`src/rtl/spiFrontPkg.sv`:
```
package spiFrontPkg;
  localparam int BYTE_W = 8;
  localparam int OP_W   = 4;
  localparam int IDX_W  = 2;
  localparam int CNT_W  = $clog2(BYTE_W);

  typedef enum logic [2:0] {
    ST_IDLE,
    ST_ID,
    ST_INSTR,
    ST_DATA,
    ST_RDWAIT,
    ST_READ,
    ST_IGNORE
  } frontState_t;

  // Events reported by the datapath to the control.
  typedef struct packed {
    logic              csFall;
    logic              csRise;
    logic              sckFall;
    logic              byteDone;
    logic [BYTE_W-1:0] rxByte;
  } pathEvt_t;

  // Strobes from the control to the datapath.
  typedef struct packed {
    logic clrCount;
    logic latchInstr;
    logic latchData;
    logic loadTx;
    logic shiftTx;
    logic stopTx;
  } ctrlStb_t;
endpackage

```
`src/rtl/spiSync.sv`:
```
module spiSync #(
  parameter int   STAGES    = 2,
  parameter logic RESET_VAL = 1'b0
) (
  input  logic clk,
  input  logic rstN,
  input  logic d,
  output logic q
);
  logic [STAGES-1:0] pipe;

  generate
    if (STAGES > 1) begin : gMulti
      always_ff @(posedge clk or negedge rstN) begin
        if (!rstN) pipe <= {STAGES{RESET_VAL}};
        else       pipe <= {pipe[STAGES-2:0], d};
      end
    end else begin : gOne
      always_ff @(posedge clk or negedge rstN) begin
        if (!rstN) pipe <= RESET_VAL;
        else       pipe <= d;
      end
    end
  endgenerate

  assign q = pipe[STAGES-1];
endmodule

```
`src/rtl/spiFrontPath.sv`:
```
module spiFrontPath
  import spiFrontPkg::*;
#(
  parameter int SYNC_STAGES = 2
) (
  input  logic              clk,
  input  logic              rstN,
  input  logic              sckIn,
  input  logic              csNIn,
  input  logic              siIn,
  input  logic              holdNIn,
  input  logic [BYTE_W-1:0] rdData,
  input  ctrlStb_t          stb,
  output pathEvt_t          evt,
  output logic [OP_W-1:0]   cmdOp,
  output logic [IDX_W-1:0]  cmdReg,
  output logic [IDX_W-1:0]  cmdPot,
  output logic [BYTE_W-1:0] cmdData,
  output logic              soData,
  output logic              soOe
);
  logic sckS, csS, siS, holdS;
  logic sckPrev, csPrev, paused, active, sckRise, txLive;
  logic [CNT_W-1:0]  bitCnt;
  logic [BYTE_W-1:0] rxShift, rxNext, instrReg, dataReg, txShift;

  // Select syncs reset to "selected" so only a real high-then-low counts.
  spiSync #(.STAGES(SYNC_STAGES), .RESET_VAL(1'b0)) uSck  (.clk(clk), .rstN(rstN), .d(sckIn),   .q(sckS));
  spiSync #(.STAGES(SYNC_STAGES), .RESET_VAL(1'b0)) uCs   (.clk(clk), .rstN(rstN), .d(csNIn),   .q(csS));
  spiSync #(.STAGES(SYNC_STAGES), .RESET_VAL(1'b0)) uSi   (.clk(clk), .rstN(rstN), .d(siIn),    .q(siS));
  spiSync #(.STAGES(SYNC_STAGES), .RESET_VAL(1'b1)) uHold (.clk(clk), .rstN(rstN), .d(holdNIn), .q(holdS));

  always_ff @(posedge clk or negedge rstN) begin
    if (!rstN) begin
      sckPrev <= 1'b0;
      csPrev  <= 1'b0;
      paused  <= 1'b0;
    end else begin
      sckPrev <= sckS;
      csPrev  <= csS;
      if (!sckS) paused <= !holdS;  // pause state only changes while clock low
    end
  end

  assign active       = !csS && !paused;
  assign sckRise      = sckS && !sckPrev && active;
  assign rxNext       = {rxShift[BYTE_W-2:0], siS};
  assign evt.csFall   = !csS && csPrev;
  assign evt.csRise   = csS && !csPrev;
  assign evt.sckFall  = !sckS && sckPrev && active;
  assign evt.byteDone = sckRise && (bitCnt == CNT_W'(BYTE_W - 1));
  assign evt.rxByte   = rxNext;

  always_ff @(posedge clk or negedge rstN) begin
    if (!rstN) begin
      bitCnt  <= '0;
      rxShift <= '0;
    end else begin
      if (stb.clrCount)  bitCnt <= '0;
      else if (sckRise)  bitCnt <= bitCnt + 1'b1;
      if (sckRise)       rxShift <= rxNext;
    end
  end

  always_ff @(posedge clk or negedge rstN) begin
    if (!rstN) begin
      instrReg <= '0;
      dataReg  <= '0;
    end else begin
      if (stb.latchInstr) begin
        instrReg <= rxNext;
        dataReg  <= '0;
      end
      if (stb.latchData) dataReg <= rxNext;
    end
  end

  assign cmdOp   = instrReg[BYTE_W-1 -: OP_W];
  assign cmdReg  = instrReg[2*IDX_W-1 -: IDX_W];
  assign cmdPot  = instrReg[IDX_W-1:0];
  assign cmdData = dataReg;

  always_ff @(posedge clk or negedge rstN) begin
    if (!rstN) begin
      txShift <= '0;
      txLive  <= 1'b0;
    end else begin
      if (stb.loadTx)       txShift <= rdData;
      else if (stb.shiftTx) txShift <= {txShift[BYTE_W-2:0], 1'b0};
      if (stb.stopTx)       txLive <= 1'b0;
      else if (stb.loadTx)  txLive <= 1'b1;
    end
  end

  assign soData = txShift[BYTE_W-1];
  assign soOe   = txLive && !paused && !csS;


  bit_restart_chk: assert property (@(posedge clk) disable iff (!rstN)
    evt.csFall |=> (bitCnt == '0));


  pause_freeze_chk: assert property (@(posedge clk) disable iff (!rstN)
    paused |=> $stable(rxShift));
endmodule

```
`src/rtl/spiFrontCtrl.sv`:
```
module spiFrontCtrl
  import spiFrontPkg::*;
#(
  parameter logic [OP_W-1:0] TYPE_CODE  = 4'b0101,
  parameter logic [15:0]     WR_OP_MASK = 16'h1400,
  parameter logic [15:0]     RD_OP_MASK = 16'h0A00
) (
  input  logic             clk,
  input  logic             rstN,
  input  pathEvt_t         evt,
  input  logic [IDX_W-1:0] addrStrap,
  output ctrlStb_t         stb,
  output frontState_t      state,
  output logic             cmdValid
);
  frontState_t     nextState;
  logic            fire, idOk;
  logic [OP_W-1:0] rxOp;

  assign rxOp = evt.rxByte[BYTE_W-1 -: OP_W];
  assign idOk = (rxOp == TYPE_CODE)
             && (evt.rxByte[2*IDX_W-1 -: IDX_W] == '0)
             && (evt.rxByte[IDX_W-1:0] == addrStrap);

  always_comb begin
    stb       = '0;
    nextState = state;
    fire      = 1'b0;
    if (evt.csRise) begin
      nextState  = ST_IDLE;
      stb.stopTx = 1'b1;
    end else if (evt.csFall) begin
      nextState    = ST_ID;
      stb.clrCount = 1'b1;
      stb.stopTx   = 1'b1;
    end else begin
      unique case (state)
        ST_ID: if (evt.byteDone) nextState = idOk ? ST_INSTR : ST_IGNORE;
        ST_INSTR: if (evt.byteDone) begin
          stb.latchInstr = 1'b1;
          if (WR_OP_MASK[rxOp]) begin
            nextState = ST_DATA;
          end else begin
            fire      = 1'b1;
            nextState = RD_OP_MASK[rxOp] ? ST_RDWAIT : ST_IGNORE;
          end
        end
        ST_DATA: if (evt.byteDone) begin
          stb.latchData = 1'b1;
          fire          = 1'b1;
          nextState     = ST_IGNORE;
        end
        ST_RDWAIT: if (evt.sckFall) begin
          stb.loadTx = 1'b1;
          nextState  = ST_READ;
        end
        ST_READ: begin
          if (evt.sckFall) stb.shiftTx = 1'b1;
          if (evt.byteDone) begin
            stb.stopTx = 1'b1;
            nextState  = ST_IGNORE;
          end
        end
        default: ;
      endcase
    end
  end

  always_ff @(posedge clk or negedge rstN) begin
    if (!rstN) begin
      state    <= ST_IDLE;
      cmdValid <= 1'b0;
    end else begin
      state    <= nextState;
      cmdValid <= fire;
    end
  end


  strobe_width_chk: assert property (@(posedge clk) disable iff (!rstN)
    cmdValid |=> !cmdValid);


  id_reject_chk: assert property (@(posedge clk) disable iff (!rstN)
    (state == ST_ID && evt.byteDone && !idOk && !evt.csRise) |=> (state == ST_IGNORE && !cmdValid));


  data_wait_chk: assert property (@(posedge clk) disable iff (!rstN)
    (state == ST_DATA) |-> !cmdValid);
endmodule

```
`src/rtl/spiCmdFront.sv`:
```
module spiCmdFront
  import spiFrontPkg::*;
#(
  parameter logic [3:0]  TYPE_CODE   = 4'b0101,
  parameter logic [15:0] WR_OP_MASK  = 16'h1400,
  parameter logic [15:0] RD_OP_MASK  = 16'h0A00,
  parameter int          SYNC_STAGES = 2
) (
  input  logic       clk,
  input  logic       rstN,
  input  logic       sck,
  input  logic       csN,
  input  logic       si,
  input  logic       holdN,
  input  logic [1:0] addrStrap,
  input  logic [7:0] rdData,
  output logic       soData,
  output logic       soOe,
  output logic       cmdValid,
  output logic [3:0] cmdOp,
  output logic [1:0] cmdReg,
  output logic [1:0] cmdPot,
  output logic [7:0] cmdData
);
  pathEvt_t    evt;
  ctrlStb_t    stb;
  frontState_t ctrlState;

  spiFrontPath #(.SYNC_STAGES(SYNC_STAGES)) uPath (
    .clk(clk), .rstN(rstN), .sckIn(sck), .csNIn(csN), .siIn(si), .holdNIn(holdN),
    .rdData(rdData), .stb(stb), .evt(evt),
    .cmdOp(cmdOp), .cmdReg(cmdReg), .cmdPot(cmdPot), .cmdData(cmdData),
    .soData(soData), .soOe(soOe)
  );

  spiFrontCtrl #(.TYPE_CODE(TYPE_CODE), .WR_OP_MASK(WR_OP_MASK), .RD_OP_MASK(RD_OP_MASK)) uCtrl (
    .clk(clk), .rstN(rstN), .evt(evt), .addrStrap(addrStrap),
    .stb(stb), .state(ctrlState), .cmdValid(cmdValid)
  );


  drive_window_chk: assert property (@(posedge clk) disable iff (!rstN)
    soOe |-> (ctrlState == ST_READ));


  read_strobe_chk: assert property (@(posedge clk) disable iff (!rstN)
    (ctrlState == ST_RDWAIT && $past(ctrlState) == ST_INSTR) |-> cmdValid);
endmodule

```
`config.mk`:
```
export PLATFORM = sky130hd
export DESIGN_NAME = spiCmdFront
export DESIGN_NICKNAME = d
export VERILOG_FILES = /design/src/rtl/spiFrontPkg.sv /design/src/rtl/spiSync.sv /design/src/rtl/spiFrontPath.sv /design/src/rtl/spiFrontCtrl.sv /design/src/rtl/spiCmdFront.sv
export SDC_FILE = /design/constraint.sdc
export NUM_CORES = 1
export LEC_CHECK = 0
export BUFFER_PORTS_ARGS = -buffer_cell sky130_fd_sc_hd__buf_2
export CORE_MARGIN = 4
export CORE_UTILIZATION = 59
export DETAILED_ROUTE_END_ITERATION = 8
export GPL_TIMING_DRIVEN = 0
export PLACE_DENSITY_LB_ADDON = 0.08
export SYNTH_ARGS = -nofsm -noshare
export SYNTH_HDL_FRONTEND = slang
export SYNTH_HIERARCHICAL = 1
export SYNTH_SLANG_ARGS = --single-unit
```
`constraint.sdc`:
```
create_clock -name clk -period 6.3 [get_ports clk]
set_clock_uncertainty 0.15 [all_clocks]
set_input_delay 0.63 -clock clk [delete_from_list [all_inputs] [get_ports clk]]
set_output_delay 0.63 -clock clk [all_outputs]
set_load 0.005 [all_outputs]
```
Yosys cells after proc, flatten, opt, wreduce, memory -nomap -nowiden
Memory sizes are Yosys's and may differ from the RTL's.
Cells that the tools add are included.
{ "word_totals": {"ff_bits": 50, "latch_bits": 0, "mem_bits_rw": 0, "rom_bits": 32, "input_bits": 16, "wordCells": 93, "memories": 2} }
{ "mem_list": {"columns": ["memory", "depth", "width", "rd", "rd_clocked_by_memory_dff", "write_ports", "line_no", "rtl"], "rows": [
  ["(name not given)", 16, 1, 1, 0, 0, "spiFrontCtrl.sv:45", "nextState = RD_OP_MASK[rxOp] ? ST_RDWAIT : ST_IGNORE;"],
  ["(name not given)", 16, 1, 1, 0, 0, "spiFrontCtrl.sv:41", "if (WR_OP_MASK[rxOp]) begin"]
]} }
{ "classes": {"addsub": 1, "mul": 0, "div": 0, "order_cmp": 1, "eq_ne": 12, "n_shift": 0, "mux": 36, "bitwise_logic": 0, "reduce_logical": 26} }
{ "op_table": {"columns": ["op", "n"], "rows": [
  ["$mux 8", 4],
  ["$mux 3", 10],
  ["$mux 1", 16],
  ["$logic_and 1x1->1", 12],
  ["$ne 4x4->1 const B", 3],
  ["$pmux 3 s4", 1],
  ["$eq 3x3->1 const B", 3],
  ["$reduce_bool 2->1", 4],
  ["$eq 3x2->1 const B", 2],
  ["$logic_not 1->1", 6],
  ["$reduce_bool 6->1", 1],
  ["$lt 4x5->1 const B", 1],
  ["$mux 5", 1],
  ["$reduce_and 5->1", 1],
  ["$eq 4x3->1 const B", 1],
  ["$mux 2", 2],
  ["$mux 4", 1],
  ["$ne 4x1->1 const B", 1],
  ["$add 3x1->3 const B", 1],
  ["$eq 3x1->1 const B", 1],
  ["$eq 2x2->1", 1],
  ["$logic_not 2->1", 1],
  ["$pmux 1 s2", 1],
  ["$reduce_or 2->1", 1]
]} }

Depth between registers and ports, before layout
Gate-level depths: netlist (run 1).
{ "depth": {"ltp_word": 10, "ltp_mapped": 8, "mapped_depth_nobuf": 7} }

Cells and area by module
The synthesis (run 1) kept the hierarchy.
{ "modules_own_cells": {"columns": ["module", "n_inst", "cells_each", "area_each_um2", "seq_area_each_um2"], "rows": [
  ["spiFrontPath", 1, 112, 1546.5, 950.9],
  ["spiFrontCtrl", 1, 40, 337.8, 100.1],
  ["spiSync (uPath.uCs ...)", 3, 2, 50.0, 50.0],
  ["spiSync (uPath.uHold)", 1, 2, 52.6, 52.6]
]} }

Worst setup path after synthesis (run 1)
OpenSTA, ideal clock, no wires.
{ "synth_timing": {"kind": "reg-to-reg", "startpoint": "register uPath.uCs.pipe[1]", "endpoint": "register uPath.dataReg[0], in the netlist uPath/cmdData[0]", "setup_time_ns": 0.121, "t_arrival_ns": 1.948, "required_ns": 6.029, "path_slack_ns": 4.081, "path_stages_with_launch": 9, "period_less_slack_ns": 2.219, "cell_sequence": "dfrtp_1 nor4b_4 buf_6 and2_1 nand4b_1 nor2_1 clkbuf_1 nor2_1 a22o_1"} }
{ "synth_rtl": {"columns": ["element", "line_no", "rtl"], "rows": [
  ["start: declaration", "spiSync.sv:10", "logic [STAGES-1:0] pipe;"],
  ["start signal: assignment", "spiSync.sv:15", "if (!rstN) pipe <= {STAGES{RESET_VAL}};"],
  ["start signal: assignment", "spiSync.sv:16", "else pipe <= {pipe[STAGES-2:0], d};"],
  ["end signal: assignment", "spiFrontPath.sv:74", "if (stb.latchData) dataReg <= rxNext;"],
  ["end: declaration", "spiFrontPath.sv:25", "logic [BYTE_W-1:0] rxShift, rxNext, instrReg, dataReg, txShift;"]
]} }

==> results list, run 1 <==
- Max-cap violations in this run came to 0.
- Final wirelength: 3600 µm
- In the finished design, the share of the clock period the worst path needs comes to 42.5%.
- The number of global-route vias before repair was 1407.
* Number of top-level pins: 35
- Routed length per placed instance: 14.5 µm
- Worst voltage drop across the vdd grid: 0.000188 V
- The repair_antennas step left the layout with diodes totalling 0.
- Final-report max-slew violation count: 0
- Post-placement cell area: 2310 µm²
- By area the synthesized netlist is led by sky130_fd_sc_hd__dfrtp_1, sky130_fd_sc_hd__mux2_2, sky130_fd_sc_hd__mux2i_1.
- In this run the clock root is driven by a sky130_fd_sc_hd__clkbuf_4.
- Setup TNS: 0 ns
- Design area: 2370 µm²
- In the final design database the tool counted 219 nets.
- After detailed routing, the number of vias per cell comes to 5.44.
- Global routing used 18.1% of the available tracks.
* Number of antenna violations at the first check in global routing: 0
- Hold Vio Cnt, Final: 0
- Number of instances in the synthesized netlist: 160
- Internal power comes to 0.000411 W.
* Number of storage elements in the synthesis netlist: 50
- Counting every net in the synthesized netlist gives 178.
* Worst hold path class: primary input to flop
- Number of iterations in the first detailed-routing pass: 4
- STA puts the critical path data required time at 6.41 ns.
- Summed over all nets, the half-perimeter wirelength after detailed placement is 2590 µm.
- Buffers inserted to repair hold after CTS numbered 0.
- The initialized floorplan defines 21 standard-cell rows.
- Averaged over all synthesized cells, the footprint is 13.0 µm².
- Number of routed nets with antenna violations: 0
- Cells with a size suffix above 1 make up 32.7% of the layout.
- Synth unique cells: 40
- Initial core utilization: 62.1%
- TritonCTS built the clock tree.
- STA classifies the critical path startpoint as a flop.
- Setup repair after global routing left no endpoint under its margin.
- Summed over all layers, the global routing overflow is 0.
- Arrival time of data at the critical path endpoint: 2.78 ns
- In this run, flip-flops and latches consume 66.1% of the power.
- Clock-pin slew was measured on the worst setup and hold paths at 0.13 ns.
* Cell area after synthesis: 2090 µm²
- The floorplan step defined a die boundary enclosing 4550 µm².
* Max Clock Freq: 373 MHz
* Clock insertion delay at the later pin of the skew report: 0.35 ns
- Once the clock tree was built, the resizer swapped 0 gates to a different size.
* Maximum fanout encountered on the critical timing path: 10
- At the pin with the least slew margin, the transition time is 1.05 ns.
- Of the post-synthesis cell area, the dominant cell type holds 57.6%.
- Port bufs: 34
* Setup-violating endpoint count in the final report: 0
- In this run, the number of DRC markers left after iteration 0 of detailed routing was 55.
* Num Clock Sinks: 50
* Wire length of the first global-routing pass: 6140 µm
- Pwr dens: 233 nW/µm²
- Die extent in y: 67.5 µm
* Switching share of power: 25.7%
- Fraction of power consumed by combinational cells: 8.8%
- Category of the most critical setup path: flop to flop
- The run finished with clean final reports.
- Max Root-Sink Buffers: 2
- At the end of the flow the core is filled with cells to 70.5%.
- Entering global routing, the biggest net connects 51 pins.
- Residual DRC count: 0
* Sw Pwr: 0.000142 W
- STA classifies the critical path endpoint as a flop.
- The H-tree was split into 2 levels.
- The number of setup buffers added after CTS is 0.
* Pwr Total: 0.000553 W
- The clock network accounts for 25.1% of the total power.
* TritonCTS Buffers: 5
- The analysis attributes to cell leakage a power of 1.14 nW.
* Total number of vias: 1350
- Count of yosys warnings during synthesis: 6
- RD Place Congestion: 0.792
- Worst slew margin relative to its limit: 30.2%
- From synthesis to final layout, the design area changed by 13.5%.
- Final worst path period need: 2.68 ns
- Chip width: 67.5 µm
- Area of the core region: 3360 µm²
- Sequential cells were found to cover 60.1% of the synthesized design area.
- Cell type contributing the most total cell area after synthesis: sky130_fd_sc_hd__dfrtp_1
* Hold Worst Slack: 0.211 ns
[cells in the final DEF, fill, tap and decap left out, drive strengths merged, types with 2 or more instances in the layout]
master and count:
a21oi 2, a22o 9, buf 39, clkbuf 8, clkinv 2, dfrtp 48
dfstp 2, ha 2, inv 3, mux2 16, mux2i 10, nand2 9
nand2b 5, nand3 2, nor2 11, nor2b 3, nor3b 2, nor4b 2
o21ai 7, xnor2 2
[registers in the layout (all words and copies together), names as in the netlist]
signal,cells
uPath/uSi/pipe,2
uPath/bitCnt,3
uCtrl/cmdValid,1
uPath/uSck/pipe,2
uPath/cmdData,8
uPath/paused,1
uPath/uCs/pipe,2
uCtrl/state,3
uPath/txLive,1
uPath/txShift,8
uPath/instrReg,8
uPath/sckPrev,1
uPath/rxShift,7
uPath/uHold/pipe,2
uPath/csPrev,1
[cell usage after synthesis, drive strengths merged]
| cell | count |
|---|---|
| nor2 | 11 |
| mux2i | 10 |
| nand2 | 9 |
| a21oi | 2 |
| xnor2 | 2 |
| nor4 | 1 |
| a211oi | 1 |
| a21boi | 1 |
| a22oi | 1 |
| a21o | 1 |
| dfstp | 2 |
| a311o | 1 |
| nand3b | 1 |
| nand4b | 1 |
| o31ai | 1 |
| ha | 2 |
| nand2b | 5 |
| a311oi | 1 |
| and2b | 1 |
| buf | 5 |
| nor3b | 2 |
| nor4b | 2 |
| nor2b | 3 |
| nand4 | 1 |
| nor3 | 1 |
| clkbuf | 2 |
| mux2 | 16 |
| xor2 | 1 |
| o21ai | 7 |
| and2 | 1 |
| inv | 3 |
| a31oi | 1 |
| and4bb | 1 |
| dfrtp | 48 |
| and3b | 1 |
| a22o | 9 |
| nand3 | 2 |
[power groups by stage]
stage | clock network, W | registers (W) | logic, W
floorplan | 0 | 0.000363 | 0.0000335
global placement | 0 | 0.000369 | 0.0000464
detailed placement | 0 | 0.000372 | 0.0000498
CTS | 0.000145 | 0.000365 | 0.0000499
global route | 0.000160 | 0.000369 | 0.0000548
finish | 0.000139 | 0.000366 | 0.0000486
[cell type report]
class / instances / area (µm²)
sequential: 50 / 1250
fill: 281 / 993
clock buffer: 6 / 41.3
multi-input combinational: 100 / 774
buffer: 7 / 47.5
inverter: 3 / 11.3
tap: 46 / 57.6
timing repair buffer: 34 / 170
clock inverter: 2 / 13.8
[per-layer routing]
metal / GRT usage (%) / share of wire [%] / vias up / routed length, µm
met5: 0 / 0 / - / 0
met4: 5.32 / 1.2 / 0 / 44
met3: 4.99 / 4.8 / 6 / 172
met2: 31.5 / 49 / 31 / 1750
met1: 21.9 / 45 / 664 / 1640
li1: - / - / 649 / -
[logic make-up (layout without fill, tap and decap cells)]
| group | after synthesis | after routing | synth area share [%] |
|---|---|---|---|
| buffers and inverters | 10 | 52 | 2.82 |
| DFF | 50 | 50 | 60.1 |
| adders and majority gates | 2 | 2 | 1.20 |
| xor gates and xnor gates | 3 | 3 | 1.26 |
| AOI/OAI and AO/OA | 26 | 26 | 9.17 |
| and+or+nand+nor | 43 | 43 | 12.1 |
| muxes | 26 | 26 | 13.4 |
[critical path, cell delays in order (launching register included)]
cell                       delay [ns]
sky130_fd_sc_hd__dfrtp_1         0.48
sky130_fd_sc_hd__nor4b_4         0.36
sky130_fd_sc_hd__buf_6           0.20
sky130_fd_sc_hd__and2_1          0.24
sky130_fd_sc_hd__nand4b_1        0.16
sky130_fd_sc_hd__nor2_1          0.12
sky130_fd_sc_hd__clkbuf_1        0.36
sky130_fd_sc_hd__nor2_1          0.25
sky130_fd_sc_hd__a22o_1          0.26
[path summary, 6_finish.rpt]
| check | cells past startpoint | start | slack, ns | endpoint |
|---|---|---|---|---|
| min in group asynchronous | 1 | rstN | 0.29 | uPath/instrReg[3] |
| min | 1 | holdN | 0.21 | uPath/uHold/pipe[0] |
| max reg2reg | 8 | uPath/uCs/pipe[1] | 3.62 | uPath/cmdData[6] |
| min reg2reg | 0 | uPath/uCs/pipe[0] | 0.21 | uPath/uCs/pipe[1] |
| max in group asynchronous | 1 | rstN | 5.05 | uPath/txShift[7] |
| max | 8 | uPath/uCs/pipe[1] | 3.62 | uPath/cmdData[6] |
[metrics by stage]
| step | setup slack [ns] | cells |
|---|---|---|
| 3_5_place_dp | 3.64 | 240 |
| 5_1_grt | 3.42 | 248 |
| 3_3_place_gp | 3.72 | 240 |
| 6_report | 3.62 | 248 |
| 4_1_cts | 3.63 | 248 |
| 2_1_floorplan | 4.08 | 160 |
No activity file was read; power rests on OpenSTA's default activity.
==> inputs of run 2 (changes only) <==
--- a/config.mk
+++ b/config.mk
@@ -5,9 +5,10 @@
 export SDC_FILE = /design/constraint.sdc
 export NUM_CORES = 1
 export LEC_CHECK = 0
+export ABC_AREA = 1
 export BUFFER_PORTS_ARGS = -buffer_cell sky130_fd_sc_hd__buf_2
 export CORE_MARGIN = 4
-export CORE_UTILIZATION = 59
+export CORE_UTILIZATION = 50
 export DETAILED_ROUTE_END_ITERATION = 8
 export GPL_TIMING_DRIVEN = 0
 export PLACE_DENSITY_LB_ADDON = 0.08
==> constraint.sdc (replaced) <==
create_clock -name clk -period 2.45 [get_ports clk]
set_clock_uncertainty 0.15 [all_clocks]
set_input_delay 0.245 -clock clk [delete_from_list [all_inputs] [get_ports clk]]
set_output_delay 0.245 -clock clk [all_outputs]
set_load 0.005 [all_outputs]
==> run 2 against run 1 <==
  * The run now ends with hold timing left
  * Critical path depth up 2
  * Routed wire length up 8.7%
  * Critical path type unchanged
  * Combinational power rose to 3.6 times the previous value
  * Clock power rose to 3.8 times the previous value
  * Largest power group unchanged
  * Power rose to 2.9 times the previous value
==> results list, run 2 <==
- Num Clock Sinks: 50
- Of the synthesized area, sequential elements account for 57.4%.
- In the final routed layout, each cell accounts on average for 11.5 µm.
* Hold Worst Slack: -0.0105 ns
- Status: finished, violations left
* Violated checks: hold timing
- Dividing total power by cell area gives a power density of 631 nW/µm².
- Hold Vio Cnt, Final: 18
* Total number of vias: 1632
- Arrival time of data at the critical path endpoint: 2.13 ns
- Area of the core region: 4120 µm²
- Max Clock Freq: 476 MHz
* Number of routed nets with antenna violations: 0
- Mean cell area of the mapped netlist: 8.95 µm²
- After global routing the overflow that remains totals 0.
- Synthesis produced 244 cells.
- Synth cell count leaders: sky130_fd_sc_hd__nand2_1, sky130_fd_sc_hd__dfrtp_1, sky130_fd_sc_hd__inv_1, sky130_fd_sc_hd__nand3_1
- Number of top-level pins: 35
- Port bufs: 34
- The H-tree was split into 2 levels.
- In the post-synthesis netlist, the biggest area contributors are sky130_fd_sc_hd__dfrtp_1, sky130_fd_sc_hd__nand2_1, sky130_fd_sc_hd__nand3_1.
* Number of cells upsized or downsized after cts: 0
* Clock share of power: 32.9%
* Fraction of final layout cells with drive strength greater than 1: 23.7%
- The first global-routing pass estimated 6870 µm of wire.
- Synth top area share: 55.0%
- RD Place Congestion: 0.841
* Worst path bufs/invs: 3
* Worst-path cell with the longest stage delay: sky130_fd_sc_hd__dfrtp_1
* Most common cell after layout, fill and taps aside: sky130_fd_sc_hd__nand2_1
* Clock tree from TritonCTS: done
- Number of iterations in the first detailed-routing pass: 5
- Initial core utilization: 53.1%
- Setup TNS: 0 ns
- Counting flops with an async set or reset pin after synthesis yields a share of 100%.
* Most common cell in the netlist: sky130_fd_sc_hd__nand2_1
* Most frequent cells in the layout: sky130_fd_sc_hd__nand2_1, sky130_fd_sc_hd__dfrtp_1, sky130_fd_sc_hd__buf_2
* Switching share of power: 24.8%
- Clk root buf: sky130_fd_sc_hd__clkbuf_8
- For the pin with the worst max-slew slack, the measured transition is 1.06 ns.
* Count of yosys warnings during synthesis: 6
- TritonCTS Buffers: 5
- The final layout contains 308 nets.
- Final-report max-slew violation count: 0
* Share of total power in sequential cells: 56.2%
* Maximum number of pins on one net before global-route repair: 51
- The number of antenna diodes in the final layout is 0.
- In this run, the number of DRC markers left after iteration 0 of detailed routing was 104.
* Sw Pwr: 0.000403 W
- The number of different library cells used by synthesis comes to 24.
- Traced cell by cell, the critical path runs through nor2_4, nand2_4, buf_6, nor2_2, nand2_1, nor3_1, inv_1, buf_2, nand3_1, o21ai_0.
- Max Root-Sink Buffers: 2
- The worst pin sits at a relative slew slack of 29.3%.
* Chip width: 74.1 µm
- Final wirelength: 3920 µm
* Final worst path period need: 2.10 ns
* Pleak: 1.30 nW
- Setup violations remaining at the end of the flow were counted as 0.
- Maximum fanout encountered on the critical timing path: 10
- After detailed routing, the number of remaining DRC violations is 0.
- Synthesized Nets: 262
- The floorplan step defined a die boundary enclosing 5490 µm².
- The worst setup path is of the flop to flop kind.
* Fraction of power consumed by combinational cells: 10.9%
- Cell area after synthesis: 2180 µm²
* Sort of element at the start of the critical path: flop
- Worst hold path class: primary input to async pin
- Global routing used 16.4% of the available tracks.
* Number of max-cap violations: 0
* Count of flip-flops with a built-in enable after synthesis: 0
- Layout-stage area growth over the synthesis result: 18.0%
- After detailed routing, the number of vias per cell comes to 4.79.
- Kind of capture point of the worst setup path: flop
* Number of antenna violations at the first check in global routing: 0
* Unrepaired setup endpoints after global routing: false
- The synthesized design spends more area on one cell type than any other, namely sky130_fd_sc_hd__dfrtp_1.
- In this design, the stage delay of the slowest critical-path cell is 0.43 ns.
- Clock slew seen by the registers of the worst setup and hold paths: 0.08 ns
- Internal power of the cells: 0.00122 W
* Most used flip-flop cell after synthesis: sky130_fd_sc_hd__dfrtp_1
- Hold repair after CTS inserted 5 buffers.
* Tcrit/Tclk final: 85.8%
* Standard-cell row count: 23
* Clock insertion delay at the later pin of the skew report: 0.29 ns
* Top cell family by delay on the critical path: simple AND/OR/NAND/NOR gates
* Vias in the first global route: 1559
- Data on the critical path is required at its endpoint by 2.48 ns.
- Buffer count from post-CTS setup fixing: 0
* Worst voltage drop across the vdd grid: 0.000314 V
- Die extent in y: 74.1 µm
- DPL Wire Length: 2750 µm
- Number of storage elements in the synthesis netlist: 50
run 2: cell types whose count changed after synthesis, sizes merged, moves of 10 or more:
| cell | before | now |
|---|---|---|
| o21ai | 7 | 26 |
| mux2 | 16 | 0 |
| inv | 3 | 32 |
| nor2 | 11 | 23 |
| nand2 | 9 | 67 |
| mux2i | 10 | 0 |
| nand3 | 2 | 28 |
run 2: kinds of logic (layout without fill, tap and decap cells):
| kind of cell | after synthesis | after routing | share of synthesized area, % |
|---|---|---|---|
| fa+ha+maj | 2 | 2 | 1.15 |
| flops | 50 | 50 | 57.4 |
| buf+inv | 39 | 86 | 7.51 |
| simple gates | 125 | 125 | 26.0 |
| compound gates | 28 | 28 | 7.91 |
run 2: per-stage QoR:
stage                     area (µm²)  instances  util [%]  worst slack [ns]  power, W
after CTS                       2580        341      62.6             0.323   0.00165
after floorplan                 2180        244         -             0.613   0.00104
after detailed placement        2420        328      58.7             0.337   0.00110
final                           2580        341      62.6             0.348   0.00163
after global placement          2420        328      58.7             0.336   0.00110
after global routing            2580        341      62.6            0.0473   0.00171
run 2: worst reg2reg max path: stages (launching register included):
cell and delay (ns):
sky130_fd_sc_hd__dfrtp_1 0.43, sky130_fd_sc_hd__nor2_4 0.20, sky130_fd_sc_hd__nand2_4 0.12, sky130_fd_sc_hd__buf_6 0.17, sky130_fd_sc_hd__nor2_2 0.15, sky130_fd_sc_hd__nand2_1 0.10
sky130_fd_sc_hd__nor3_1 0.16, sky130_fd_sc_hd__inv_1 0.13, sky130_fd_sc_hd__buf_2 0.21, sky130_fd_sc_hd__nand3_1 0.09, sky130_fd_sc_hd__o21ai_0 0.07
run 2: worst paths after layout:
kind	from	endpoint	slack, ns	cells past startpoint
setup reg to reg	uPath/uCs/pipe[1]	uPath/cmdData[4]	0.35	10
hold reg to reg	uPath/uCs/pipe[0]	uPath/uCs/pipe[1]	0.20	0
min in group clk	rdData[4]	uPath/txShift[4]	0.02	3
setup / recovery	uPath/uCs/pipe[1]	uPath/cmdData[4]	0.35	10
hold / removal	rstN	uPath/instrReg[6]	-0.01	1
max in group asynchronous	rstN	uPath/paused	1.51	1
run 2: power groups by stage:
stage               Combinational, W  Sequential, W  Clock (W)
floorplan                   0.000121       0.000921          0
global placement            0.000170       0.000928          0
detailed placement          0.000174       0.000929          0
CTS                         0.000180       0.000914   0.000561
global route                0.000203       0.000922   0.000589
finish                      0.000177       0.000914   0.000535
run 2: layer usage:
metal / GRT usage [%] / routed length [µm]
met1: 22.2 / 1840
met5: 0 / 0
met4: 5.63 / 51
met2: 25.5 / 1790
met3: 4.32 / 235
run 2: layout make-up:
cell class / instances / area (µm²)
Multi-Input combinational cell: 155 / 766
Clock buffer: 8 / 110
Sequential cell: 50 / 1250
Timing Repair Buffer: 39 / 220
Fill cell: 366 / 1540
Tap cell: 50 / 62.6
Buffer: 6 / 38.8
Inverter: 33 / 125
